==> src/rtl/pwm_quad_pkg.sv <==
package pwm_quad_pkg;

    localparam int REG_W     = 32;
    localparam int DUTY_W    = 8;
    localparam int PRESC_W   = 13;
    localparam int EN_BIT    = 31;
    localparam int DUTY_LSB  = 16;
    localparam int PRESC_LSB = 0;

    localparam logic [REG_W-1:0] USED_MASK =
        (REG_W'(1) << EN_BIT) |
        (((REG_W'(1) << DUTY_W) - REG_W'(1)) << DUTY_LSB) |
        (((REG_W'(1) << PRESC_W) - REG_W'(1)) << PRESC_LSB);

    typedef struct packed {
        logic               en;
        logic [DUTY_W-1:0]  duty;
        logic [PRESC_W-1:0] presc;
    } chan_cfg_t;

    typedef enum logic [0:0] {
        CH_OFF = 1'b0,
        CH_RUN = 1'b1
    } chan_state_t;

    function automatic logic [REG_W-1:0] cfg_to_word(chan_cfg_t c);
        logic [REG_W-1:0] w;
        w = '0;
        w[EN_BIT]                 = c.en;
        w[DUTY_LSB +: DUTY_W]     = c.duty;
        w[PRESC_LSB +: PRESC_W]   = c.presc;
        return w;
    endfunction

    function automatic chan_cfg_t word_to_cfg(logic [REG_W-1:0] w);
        chan_cfg_t c;
        c.en    = w[EN_BIT];
        c.duty  = w[DUTY_LSB +: DUTY_W];
        c.presc = w[PRESC_LSB +: PRESC_W];
        return c;
    endfunction

endpackage

==> src/rtl/pwm_quad_regs.sv <==
module pwm_quad_regs
    import pwm_quad_pkg::*;
#(
    parameter int NUM_CH       = 4,
    parameter int ADDR_W       = 6,
    parameter int STRIDE_SHIFT = 4
) (
    input  logic                     clk,
    input  logic                     rst_n,
    input  logic [ADDR_W-1:0]        addr_i,
    input  logic                     wr_en_i,
    input  logic [REG_W-1:0]         wdata_i,
    input  logic                     rd_en_i,
    output logic [REG_W-1:0]         rdata_o,
    output chan_cfg_t [NUM_CH-1:0]   cfg_o
);

    localparam int SEL_W = (NUM_CH > 1) ? $clog2(NUM_CH) : 1;

    logic             hit;
    logic [SEL_W-1:0] sel;
    logic [REG_W-1:0] rd_word;

    // decode: exact word offset inside the stride, channel index in range
    always_comb begin
        sel = SEL_W'(addr_i >> STRIDE_SHIFT);
        hit = (addr_i[STRIDE_SHIFT-1:0] == '0) &&
              (int'(addr_i >> STRIDE_SHIFT) < NUM_CH);
    end

    for (genvar g = 0; g < NUM_CH; g++) begin : g_reg
        always_ff @(posedge clk or negedge rst_n) begin
            if (!rst_n) begin
                cfg_o[g] <= '0;
            end else if (wr_en_i && hit && (sel == SEL_W'(g))) begin
                cfg_o[g] <= word_to_cfg(wdata_i);
            end
        end
    end

    always_comb begin
        rd_word = '0;
        for (int i = 0; i < NUM_CH; i++) begin
            if (hit && (sel == SEL_W'(i))) begin
                rd_word = cfg_to_word(cfg_o[i]);
            end
        end
    end

    always_ff @(posedge clk or negedge rst_n) begin
        if (!rst_n) begin
            rdata_o <= '0;
        end else if (rd_en_i) begin
            rdata_o <= rd_word;
        end
    end

    // undefined bit positions never appear on the read port
    assert_rsvd_zero_R2: assert property (@(posedge clk) disable iff (!rst_n)
        (rdata_o & ~USED_MASK) == '0);

    // a read of an unmapped address returns zero on the next clock
    assert_miss_reads_zero_R1: assert property (@(posedge clk) disable iff (!rst_n)
        (rd_en_i && !hit) |=> (rdata_o == '0));

endmodule

==> src/rtl/pwm_quad_prescaler.sv <==
module pwm_quad_prescaler #(
    parameter int PRESC_W = 13
) (
    input  logic               clk,
    input  logic               rst_n,
    input  logic               run_i,
    input  logic [PRESC_W-1:0] limit_i,
    output logic               strobe_o
);

    logic [PRESC_W-1:0] cnt;

    assign strobe_o = run_i && (cnt == limit_i);

    always_ff @(posedge clk or negedge rst_n) begin
        if (!rst_n) begin
            cnt <= '0;
        end else if (!run_i || strobe_o) begin
            cnt <= '0;
        end else begin
            cnt <= cnt + 1'b1;
        end
    end

    // the divider never runs past its limit while active
    assert_cnt_bound_R3: assert property (@(posedge clk) disable iff (!rst_n)
        run_i |-> (cnt <= limit_i));

    // an idle divider is parked at zero
    assert_idle_zero_R7: assert property (@(posedge clk) disable iff (!rst_n)
        !run_i |=> (cnt == '0));

endmodule

==> src/rtl/pwm_quad_channel.sv <==
module pwm_quad_channel
    import pwm_quad_pkg::*;
(
    input  logic      clk,
    input  logic      rst_n,
    input  chan_cfg_t cfg_i,
    output logic      pwm_o
);

    localparam logic [DUTY_W-1:0] TICK_LAST = '1;

    chan_state_t        state, state_nxt;
    logic [DUTY_W-1:0]  tick;
    logic [DUTY_W-1:0]  duty_act;
    logic [PRESC_W-1:0] presc_act;
    logic               run;
    logic               strobe;
    logic               wrap;

    assign run  = (state == CH_RUN);
    assign wrap = strobe && (tick == TICK_LAST);

    pwm_quad_prescaler #(
        .PRESC_W (PRESC_W)
    ) u_div (
        .clk      (clk),
        .rst_n    (rst_n),
        .run_i    (run),
        .limit_i  (presc_act),
        .strobe_o (strobe)
    );

    // next state: start / stop follow the enable flag, wrap stays in RUN
    always_comb begin
        state_nxt = state;
        unique case (state)
            CH_OFF: state_nxt = cfg_i.en ? CH_RUN : CH_OFF;
            CH_RUN: state_nxt = cfg_i.en ? CH_RUN : CH_OFF;
        endcase
    end

    // state register
    always_ff @(posedge clk or negedge rst_n) begin
        if (!rst_n) begin
            state <= CH_OFF;
        end else begin
            state <= state_nxt;
        end
    end

    // tick counter and working copies, reloaded on start and on wrap
    always_ff @(posedge clk or negedge rst_n) begin
        if (!rst_n) begin
            tick      <= '0;
            duty_act  <= '0;
            presc_act <= '0;
        end else if (!run || !cfg_i.en) begin
            tick <= '0;
            if (!run && cfg_i.en) begin
                duty_act  <= cfg_i.duty;
                presc_act <= cfg_i.presc;
            end
        end else if (strobe) begin
            tick <= tick + 1'b1;
            if (wrap) begin
                duty_act  <= cfg_i.duty;
                presc_act <= cfg_i.presc;
            end
        end
    end

    // output process
    always_comb begin
        pwm_o = run && (tick < duty_act);
    end

    // a cleared enable forces the output low from the following clock
    assert_disable_low_R5: assert property (@(posedge clk) disable iff (!rst_n)
        !cfg_i.en |=> !pwm_o);

    // a channel sitting in OFF has its tick counter at zero
    assert_off_counters_R7: assert property (@(posedge clk) disable iff (!rst_n)
        (state == CH_OFF) |-> (tick == '0));

    // the tick counter only moves on a divider strobe
    assert_tick_hold_R3: assert property (@(posedge clk) disable iff (!rst_n)
        (run && cfg_i.en && !strobe) |=> $stable(tick));

    // working copies are frozen inside a running period
    assert_shadow_hold_R6: assert property (@(posedge clk) disable iff (!rst_n)
        (run && !wrap) |=> ($stable(duty_act) && $stable(presc_act)));

endmodule

==> src/rtl/pwm_quad_top.sv <==
module pwm_quad_top
    import pwm_quad_pkg::*;
#(
    parameter int NUM_CH       = 4,
    parameter int STRIDE_SHIFT = 4,
    parameter int ADDR_W       = 6
) (
    input  logic              clk,
    input  logic              rst_n,
    input  logic [ADDR_W-1:0] bus_addr,
    input  logic              bus_wr_en,
    input  logic [31:0]       bus_wdata,
    input  logic              bus_rd_en,
    output logic [31:0]       bus_rdata,
    output logic [NUM_CH-1:0] pwm_out
);

    chan_cfg_t [NUM_CH-1:0] cfg;

    pwm_quad_regs #(
        .NUM_CH       (NUM_CH),
        .ADDR_W       (ADDR_W),
        .STRIDE_SHIFT (STRIDE_SHIFT)
    ) u_regs (
        .clk     (clk),
        .rst_n   (rst_n),
        .addr_i  (bus_addr),
        .wr_en_i (bus_wr_en),
        .wdata_i (bus_wdata),
        .rd_en_i (bus_rd_en),
        .rdata_o (bus_rdata),
        .cfg_o   (cfg)
    );

    for (genvar g = 0; g < NUM_CH; g++) begin : g_ch
        pwm_quad_channel u_ch (
            .clk   (clk),
            .rst_n (rst_n),
            .cfg_i (cfg[g]),
            .pwm_o (pwm_out[g])
        );
    end

endmodule

==> config.mk <==
export PLATFORM = sky130hd
export DESIGN_NAME = pwm_quad_top
export DESIGN_NICKNAME = d
export VERILOG_FILES = /design/src/rtl/pwm_quad_pkg.sv /design/src/rtl/pwm_quad_regs.sv /design/src/rtl/pwm_quad_prescaler.sv /design/src/rtl/pwm_quad_channel.sv /design/src/rtl/pwm_quad_top.sv
export SDC_FILE = /design/constraint.sdc
export NUM_CORES = 1
export LEC_CHECK = 0
export BUFFER_PORTS_ARGS = -buffer_cell sky130_fd_sc_hd__buf_2
export CAP_MARGIN = 20
export CORE_MARGIN = 2
export CORE_UTILIZATION = 45
export DETAILED_ROUTE_END_ITERATION = 8
export PLACE_DENSITY = 0.7
export SYNTH_ARGS = -nofsm -noshare
export SYNTH_HDL_FRONTEND = slang
export SYNTH_SLANG_ARGS = --single-unit
==> constraint.sdc <==
create_clock -name clk -period 3.05 [get_ports clk]
set_input_delay 0.1525 -clock clk [delete_from_list [all_inputs] [get_ports clk]]
set_output_delay 0.1525 -clock clk [all_outputs]
set_load 0.05 [all_outputs]
Word-level counts from Yosys, hierarchy flattened

Index checks and enable logic that the tools add are counted.

Register bits after elaboration: 292
Input port bits: 42
Logic and storage cells: 169

Order comparisons: 5
Eq/ne operators: 15
Add/subtract/negate cells: 8
Multiplexer cells: 52
Reductions and logical operators: 56

Operator list:

| cell                                                | number |
|---|---|
| two-way mux 13 bit                                  | 20 |
| two-way mux 8 bit                                   | 24 |
| two-way mux 32 bit                                  | 4 |
| adder 13 x 1 -> 13 bit (second input constant)      | 4 |
| == test 13 bit                                      | 4 |
| adder 8 x 1 -> 8 bit (second input constant)        | 4 |
| == test 8 bit (second input constant)               | 4 |
| < comparator 8 bit                                  | 4 |
| logical AND 1 bit                                   | 26 |
| nonzero test 2 bit                                  | 8 |
| AND reduction 3 bit                                 | 4 |
| zero test 1 bit                                     | 8 |
| logical OR 1 bit                                    | 8 |
| != test 2 bit (second input constant)               | 4 |
| == test 2 bit (second input constant)               | 2 |
| zero test 4 bit                                     | 1 |
| two-way mux 1 bit                                   | 4 |
| < comparator 2 x 3 -> 1 bit (second input constant) | 1 |
| == test 2 x 1 -> 1 bit (second input constant)      | 1 |
| zero test 2 bit                                     | 1 |

Logic depth before layout (Yosys ltp)

Gate-level depths: netlist of the first run.

Depth after elaboration: 7
Mapped depth: 8
Depth with buffers taken out: 7

Hierarchy

Synthesis of the first run repeated with hierarchy kept, for this count alone.

Cells, all modules: 1484
Area total of the unflattened synthesis: 15588.7 um^2

By module, submodules not included:

| module             | seq. area each (um^2) | times used | area an instance (um^2) | cells an instance |
|---|---|---|---|---|
| pwm_quad_channel   | 750.7                 | 4          | 1824.2                  | 199 |
| pwm_quad_regs      | 2752.6                | 1          | 4943.5                  | 352 |
| pwm_quad_prescaler | 325.3                 | 4          | 837.1                   | 84 |

Least setup slack after synthesis of the first run

Ideal clock, no wire load.

Path kind: register to register
From: register g_ch[2].u_ch.u_div.cnt[2]
To: register g_ch[2].u_ch.tick[5]
Clock period less this slack: 2.076 ns
Slack: 0.974 ns
Arrival time: 1.998 ns
Setup time: 0.079 ns
Stages on the path, launching flop included: 7
Data required time: 2.971 ns
Path buffers: 1
Cell sequence: dfrtp_1 xnor2_1 nand4_1 or4_1 buf_6 or4_1 a21oi_1

Longest elaborated chain between the ends: 3

RTL lines:

| element                             | line                     | text |
|---|---|---|
| from (decl)                         | pwm_quad_prescaler.sv:11 | `logic [PRESC_W-1:0] cnt;` |
| from (signal assigned)              | pwm_quad_prescaler.sv:21 | `cnt <= cnt + 1'b1;` |
| == test 13 bit                      | pwm_quad_prescaler.sv:13 | `assign strobe_o = run_i && (cnt == limit_i);` |
| logical AND 1 bit                   | pwm_quad_prescaler.sv:13 |  |
| nonzero test 2 bit (no source line) | -                        |  |
| to (signal assigned)                | pwm_quad_channel.sv:64   | `tick <= tick + 1'b1;` |
| to (decl)                           | pwm_quad_channel.sv:13   | `logic [DUTY_W-1:0] tick;` |

No other way between the ends.
A chain may end at the register's enable or synchronous reset.

Worst setup path in the final report of the first run

From: register g_ch[2].u_ch.tick[1]
To: output pwm_out[2]

Longest elaborated chain between the ends: 2

RTL lines:

| element            | line                   | text |
|---|---|---|
| < comparator 8 bit | pwm_quad_channel.sv:74 | `pwm_o = run && (tick < duty_act);` |
| logical AND 1 bit  | pwm_quad_channel.sv:74 |  |
| to (decl)          | pwm_quad_top.sv:15     | `output logic [NUM_CH-1:0] pwm_out` |

No other way between the ends.

==> flow_summary_export.csv, run 1 <==
group,metric,value,unit
worst_setup_path,reg2reg_slack,560,ps
detailed_routing,wirelength_met1,14280,um
clocking,cts_tree,"done",
clocking,cts_resized,0,
pwr,pwr-share-comb,0.196,
pwr,pwr-share-clk,0.349,
placement,portBuffers,57,
hold_path,holdPathEnd,"u_regs.rdata_o[19]$_DFFE_PN0P_",
clocking,numCtsBuffers,30,
placement,gp_congestion,0.8469,
clocking,cts_max_level,1,
synthesis,ys_ff_latch,282,
timing,hold_viol,0,
final_layout,register_area,7057,um^2
final_layout,antenna_cells,0,
detailed_routing,via_per_inst,5.469,
hold_path,worstHoldPathCells,5,
clocking,postCtsSetupRepairBufs,0,
placement,hpwl,21710,um
pwr,peakVddDrop,433.6,uV
final_layout,fillerInstances,2583,
global_route,grt_max_degree,106,
timing,finalMaxSlewViolations,0,
detailed_routing,drtIter0Drc,643,
worst_setup_path,cp-start-kind,"flop",
final_layout,multi_input_area,6168,um^2
global_route,grt_overflow_total,0,
pwr,pwr-share-seq,0.455,
timing,rsz0062_at_grt,"false",
hold_path,min_path_type,"input port to flop",
clocking,clockBufferDepth,3,
global_route,grt_use_total,0.1985,
synthesis,yosys.cell_types.count,46,
synthesis,synth.yosys.seq_area_share,0.5145,
final_layout,area.growth.synth_to_final,14.54,%
die,coreArea,29800,um^2
synthesis,synth_flop_cell,"dfrtp_1",
timing,finalCritPeriodShare,0.8397,
detailed_routing,wl_met2,14500,um
detailed_routing,vias,9188,
die,die_w,178.6,um
worst_setup_path,end_kind,"primary output",
hold_path,min-delay-start,"bus_addr[2]",
synthesis,synthCells,1189,
die,initial_core_util,0.4604,
clocking,clkLatencyLatePin,560,ps
run,drv_cap,0,
die,core.rowCount,63,
pwr,p_int,7.580,mW
timing,slew-limit-headroom,0.4027,
detailed_routing,wl_per_cell,18.21,um
worst_setup_path,rr_worst_depth,5,
timing,skew,15.28,ps
worst_setup_path,cp_data_required_time,2900,ps
timing,worstMarginPinSlew,895.9,ps
die,dieArea,31890,um^2
final_layout,stdcell_count,1680,
synthesis,syn_area,13720,um^2
final_layout,drive_gt1_frac,0.2488,
worst_setup_path,timing.rr.end,"g_ch[3].u_ch.tick[5]$_DFFE_PN0P_",
placement,dpl.cell_count,1602,
synthesis,async_flop_share,1.000,
worst_setup_path,path_max_fanout,5,
clocking,ctsHoldBuffers,23,
synthesis,ys_warn_count,0,
synthesis,synth_edf_count,0,
synthesis,avgSynthCellArea,11.54,um^2
timing,period_needed,2561,ps
detailed_routing,ant_nets,0,
detailed_routing,route.met3.wl,1171,um
timing,tns,0,ps
die,die_h,178.6,um
global_route,antenna_found_initial,0,
final_layout,nets,1346,
global_route,grt_pass1_wl,49950,um
pwr,leakage,7.178,nW
die,io_pins,78,
status,status,"completed",
timing,final-setup-viol-count,0,
detailed_routing,drt_wl_total,30590,um
final_layout,final_cell_mix,"dfrtp_1 (282), mux2_2 (161), nand3_1 (95)",
pwr,p_sw_frac,0.2917,
worst_setup_path,arrival,2410,ps
global_route,grt_pass1_vias,9297,
clocking,clk_pin_slew,60,ps
detailed_routing,firstDrtPassIters,5,
detailed_routing,drcViolationCount,0,
clocking,root_buffer,"clkbuf_16",
worst_setup_path,worstReg2RegStart,"g_ch[3].u_ch.u_div.cnt[6]$_DFF_PN0_",
timing,max_freq,390.5,MHz
pwr,switchingPower,3.121,mW
pwr,powerDensity,681.1,nW/um^2
final_layout,final_common_cell,"dfrtp_1",
detailed_routing,top_layer,"met4",
clocking,clkSinkCount,282,
worst_setup_path,crit_type,"flop to primary output",
-- kinds of logic (layout without fill, tap and decap cells) --
kind of cell,Yosys count,after routing,synth area share
simple gates,340,340,0.1238
flops,282,282,0.5145
mux,188,188,0.1719
buf+inv,129,221,0.04068
compound gates,112,112,0.05154
xor+xnor,101,101,0.06449
fa+ha+maj,36,36,0.03284
other cells,1,10,0.0002734
-- registers in the layout (all words and copies together), names as in the netlist --
name,flops
u_regs.rdata_o,22
g_ch.u_ch.run,4
g_ch.u_ch.presc_act,52
g_ch.u_ch.u_div.cnt,52
g_ch.u_ch.duty_act,32
u_regs.cfg_o,88
g_ch.u_ch.tick,32
-- power by group through the flow --
stage / Clock [mW] / Sequential [mW] / Combinational, mW
6_report: 3.74 / 4.87 / 2.09
5_1_grt: 3.98 / 4.94 / 2.34
4_1_cts: 3.81 / 4.87 / 2.11
3_5_place_dp: 0 / 4.93 / 2.08
3_3_place_gp: 0 / 4.91 / 2.01
2_1_floorplan: 0 / 4.72 / 1.65
-- per-layer routing --
| layer | track usage | vias to the layer above |
|---|---|---|
| li1 | - | 4330 |
| met4 | 0.04912 | 0 |
| met2 | 0.3259 | 176 |
| met3 | 0.02344 | 46 |
| met1 | 0.2816 | 4636 |
| met5 | 0 | - |
-- worst max-delay path, cell delays in order, from the launching register on --
cell and delay, ps:
dfrtp_1 440, ha_1 300, a21o_1 150, a21oi_1 140, nor2b_1 60, o311ai_0 420, buf_2 350
-- cell usage after synthesis, types with 23 or more instances --
cell	n	share of area
ha_1	36	0.033
a21oi_1	23	0.0084
nand2_1	63	0.017
dfrtp_1	282	0.51
xor2_1	50	0.032
clkbuf_1	30	0.0082
xnor2_1	51	0.033
nor2_1	78	0.021
nand3_1	95	0.035
o21ai_0	36	0.013
inv_1	66	0.018
mux2_2	161	0.13
-- area by class of cell --
| cell class | instances | share of cell area |
|---|---|---|
| Inverter | 66 | 0.01577 |
| Multi-Input combinational cell | 787 | 0.3926 |
| Timing Repair Buffer | 101 | 0.04635 |
| Tap cell | 390 | 0.03106 |
| Clock inverter | 10 | 0.008840 |
| Sequential cell | 282 | 0.4492 |
| Clock buffer | 44 | 0.05622 |
-- per-stage QoR --
stage	cell area, um^2	total power, mW	setup slack (ps)	hold WS (ps)	utilization
final	15710	10.70	488.9	207.4	0.5273
after global routing	15710	11.27	272.6	242.4	0.5273
after CTS	15700	10.79	377.4	192.8	0.5268
after detailed placement	14440	7.011	612.1	269.4	0.4848
after global placement	14440	6.920	655.1	249.2	0.4848
after floorplan	13750	6.372	973.6	-143.1	-
-- worst max-delay path by stage --
| stage | endpoint | slack [ps] | start |
|---|---|---|---|
| after detailed placement | g_ch[3].u_ch.tick[5]$_DFFE_PN0P_ | 610 | g_ch[3].u_ch.u_div.cnt[6]$_DFF_PN0_ |
| after floorplan | g_ch[2].u_ch.tick[5]$_DFFE_PN0P_ | 970 | g_ch[2].u_ch.u_div.cnt[2]$_DFF_PN0_ |
| after global placement | g_ch[3].u_ch.tick[7]$_DFFE_PN0P_ | 660 | g_ch[3].u_ch.u_div.cnt[6]$_DFF_PN0_ |
| after CTS | pwm_out[2] | 380 | g_ch[2].u_ch.tick[1]$_DFFE_PN0P_ |
| after global routing | g_ch[3].u_ch.tick[5]$_DFFE_PN0P_ | 270 | g_ch[3].u_ch.u_div.cnt[5]$_DFF_PN0_ |
| final | pwm_out[2] | 490 | g_ch[2].u_ch.tick[1]$_DFFE_PN0P_ |
Note: power is estimated with default switching activity, not from simulation.
==> run 2, diff against run 1 <==
--- a/config.mk
+++ b/config.mk
@@ -10,7 +10,7 @@
 export CORE_MARGIN = 2
 export CORE_UTILIZATION = 45
 export DETAILED_ROUTE_END_ITERATION = 8
-export PLACE_DENSITY = 0.7
+export PLACE_DENSITY = 0.72
 export SYNTH_ARGS = -nofsm -noshare
 export SYNTH_HDL_FRONTEND = slang
 export SYNTH_SLANG_ARGS = --single-unit
==> constraint.sdc (replaced) <==
create_clock -name clk -period 2.3 [get_ports clk]
set_input_delay 0.115 -clock clk [delete_from_list [all_inputs] [get_ports clk]]
set_output_delay 0.115 -clock clk [all_outputs]
set_load 0.05 [all_outputs]
==> run 2 against run 1 <==
Net effect:
- the run now ends with setup timing left
- hold slack worse by 150 ps
- flip-flop and latch count unchanged
- sequential share of layout area down 1.1 points
- via count up 3.2%
- worst setup slack worse by 490 ps
- critical endpoint unchanged
- largest power group unchanged
==> flow_summary_export.csv, run 2 (synthesis gave the netlist of run 1 again) <==
group,metric,value,unit
worst_setup_path,cp-start-kind,"flop",
worst_setup_path,arrival,2190,ps
run,drv_cap,0,
final_layout,largest_reg_flops,88,
timing,hold_viol,0,
placement,dpl_cell_area,14590,um^2
final_layout,reg_top3,"u_regs.cfg_o (88), g_ch.u_ch.presc_act (52), g_ch.u_ch.u_div.cnt (52)",
detailed_routing,wl_met2,15270,um
global_route,grt_overflow_total,0,
final_layout,antenna_cells,0,
timing,finalCritPeriodShare,1.002,
clocking,clkLatencyLatePin,560,ps
detailed_routing,firstDrtPassIters,5,
global_route,antenna_found_initial,0,
die,io_pins,78,
timing,period_needed,2305,ps
die,die_h,178.6,um
clocking,cts_max_level,1,
detailed_routing,top_layer,"met4",
status,violations,"setup timing",
worst_setup_path,end_kind,"primary output",
final_layout,area.growth.synth_to_final,17.39,%
timing,max_freq,433.9,MHz
final_layout,nets,1365,
clocking,clkSinkCount,282,
worst_setup_path,cp_data_required_time,2180,ps
final_layout,drive_gt1_frac,0.2745,
die,dieArea,31890,um^2
global_route,grt_use_total,0.2043,
detailed_routing,via_per_inst,5.586,
die,die_w,178.6,um
timing,final-setup-viol-count,1,
die,coreArea,29800,um^2
clocking,root_buffer,"clkbuf_16",
timing,fin_ws,-4.762,ps
global_route,grt_pass1_vias,9461,
detailed_routing,wirelength_met1,14290,um
detailed_routing,drtIter0Drc,612,
final_layout,final_cell_mix,"dfrtp_1 (280), mux2_2 (161), nand3_1 (94)",
hold_path,min_path_type,"input port to flop",
timing,whs,53.76,ps
placement,post-place-ws,64.59,ps
final_layout,finalInstanceArea,16100,um^2
placement,portBuffers,57,
global_route,grt_max_degree,68,
timing,slew-limit-headroom,0.4459,
worst_setup_path,crit_type,"flop to primary output",
clocking,numCtsBuffers,30,
global_route,grt_pass1_wl,51480,um
timing,rsz0062_at_grt,"true",
timing,finalMaxSlewViolations,0,
detailed_routing,wl_per_cell,18.66,um
detailed_routing,vias,9485,
placement,hpwl,22370,um
clocking,clockBufferDepth,3,
worst_setup_path,path_max_fanout,5,
pwr,peakVddDrop,664.5,uV
die,initial_core_util,0.4604,
status,status,"complete, but fails checks",
detailed_routing,ant_nets,0,
timing,tns,-4.762,ps
timing,worstMarginPinSlew,831.1,ps
final_layout,top_register,"u_regs.cfg_o",
detailed_routing,route.met3.wl,1403,um
placement,gp_congestion,0.8491,
final_layout,final_common_cell,"dfrtp_1",
die,core.rowCount,63,
detailed_routing,drt_wl_total,31690,um
pwr,leakage,7.357,nW
timing,skew,8.919,ps
detailed_routing,drcViolationCount,0,
clocking,cts_tree,"done",
clocking,clk_pin_slew,60,ps
pwr,powerDensity,927.0,nW/um^2
-- run 2: cell count changes in the layout (fill, tap and decap cells not counted), moves of 3 or more --
cell	before	now
buf_4	17	34
buf_2	56	52
buf_6	0	4
bufinv_16	3	7
a21oi_1	23	20
a21oi_2	0	3
buf_12	3	6
-- run 2: area by class of cell --
| type | instances | area [um^2] |
|---|---|---|
| clock buffers | 43 | 890.9 |
| clock inverters | 10 | 225.2 |
| fillers | 2460 | 13690 |
| inverters | 66 | 247.7 |
| multi-input cells | 787 | 6266 |
| flip-flops and latches | 282 | 7059 |
| well taps | 390 | 488.0 |
| repair buffers | 120 | 925.9 |
-- run 2: final timing paths --
path	startpoint	slack, ps	cells past startpoint	end
worst max-delay path	g_ch[2].u_ch.tick[1]$_DFFE_PN0P_	-5	6	pwm_out[2]
worst min-delay path	bus_addr[2]	50	5	u_regs.rdata_o[20]$_DFFE_PN0P_
worst max register to register	g_ch[0].u_ch.u_div.cnt[8]$_DFF_PN0_	110	5	g_ch[0].u_ch.tick[3]$_DFFE_PN0P_
worst min register to register	g_ch[0].u_ch.duty_act[1]$_DFFE_PN0P_	500	1	g_ch[0].u_ch.duty_act[1]$_DFFE_PN0P_
max in group asynchronous	rst_n	1340	3	u_regs.cfg_o[54]$_DFFE_PN0P_
min in group asynchronous	rst_n	80	2	g_ch[0].u_ch.u_div.cnt[6]$_DFF_PN0_
-- run 2: metal layers --
layer / GRT usage / up-vias
li1: - / 4386
met1: 0.2882 / 4840
met2: 0.3345 / 210
met3: 0.02536 / 49
met4: 0.05420 / 0
met5: 0 / -
-- run 2: critical path, cell delays in order, from the launching register on --
cell	delay [ps]
dfrtp_1	420
ha_1	290
a21o_1	180
a21oi_2	130
nor2b_1	60
o311ai_2	340
buf_6	210
-- run 2: through the flow --
step	std cells	utilization	total power [mW]
after CTS	1694	0.5380	14.93
after floorplan	1198	-	8.450
after global routing	1698	0.5404	15.64
after detailed placement	1617	0.4898	9.397
final	1698	0.5404	14.93
after global placement	1617	0.4898	9.258
-- run 2: repair_timing --
item | CTS | global route
gates resized for setup | 18 | 12
pin swaps | 1 | 7
gates cloned | 0 | 0
endpoints found under the hold margin | 249 | 0
hold buffers | 23 | 0
buffers inserted | 1 | 4
setup endpoints to repair | 4 | 21
-- run 2: report_power, final --
part           total [mW]  internal (mW)  leakage (nW)  switching (mW)
combinational        3.04           1.49          3.00            1.55
sequential           6.46           5.74          3.81           0.720
clock                5.42           3.45         0.549            1.98
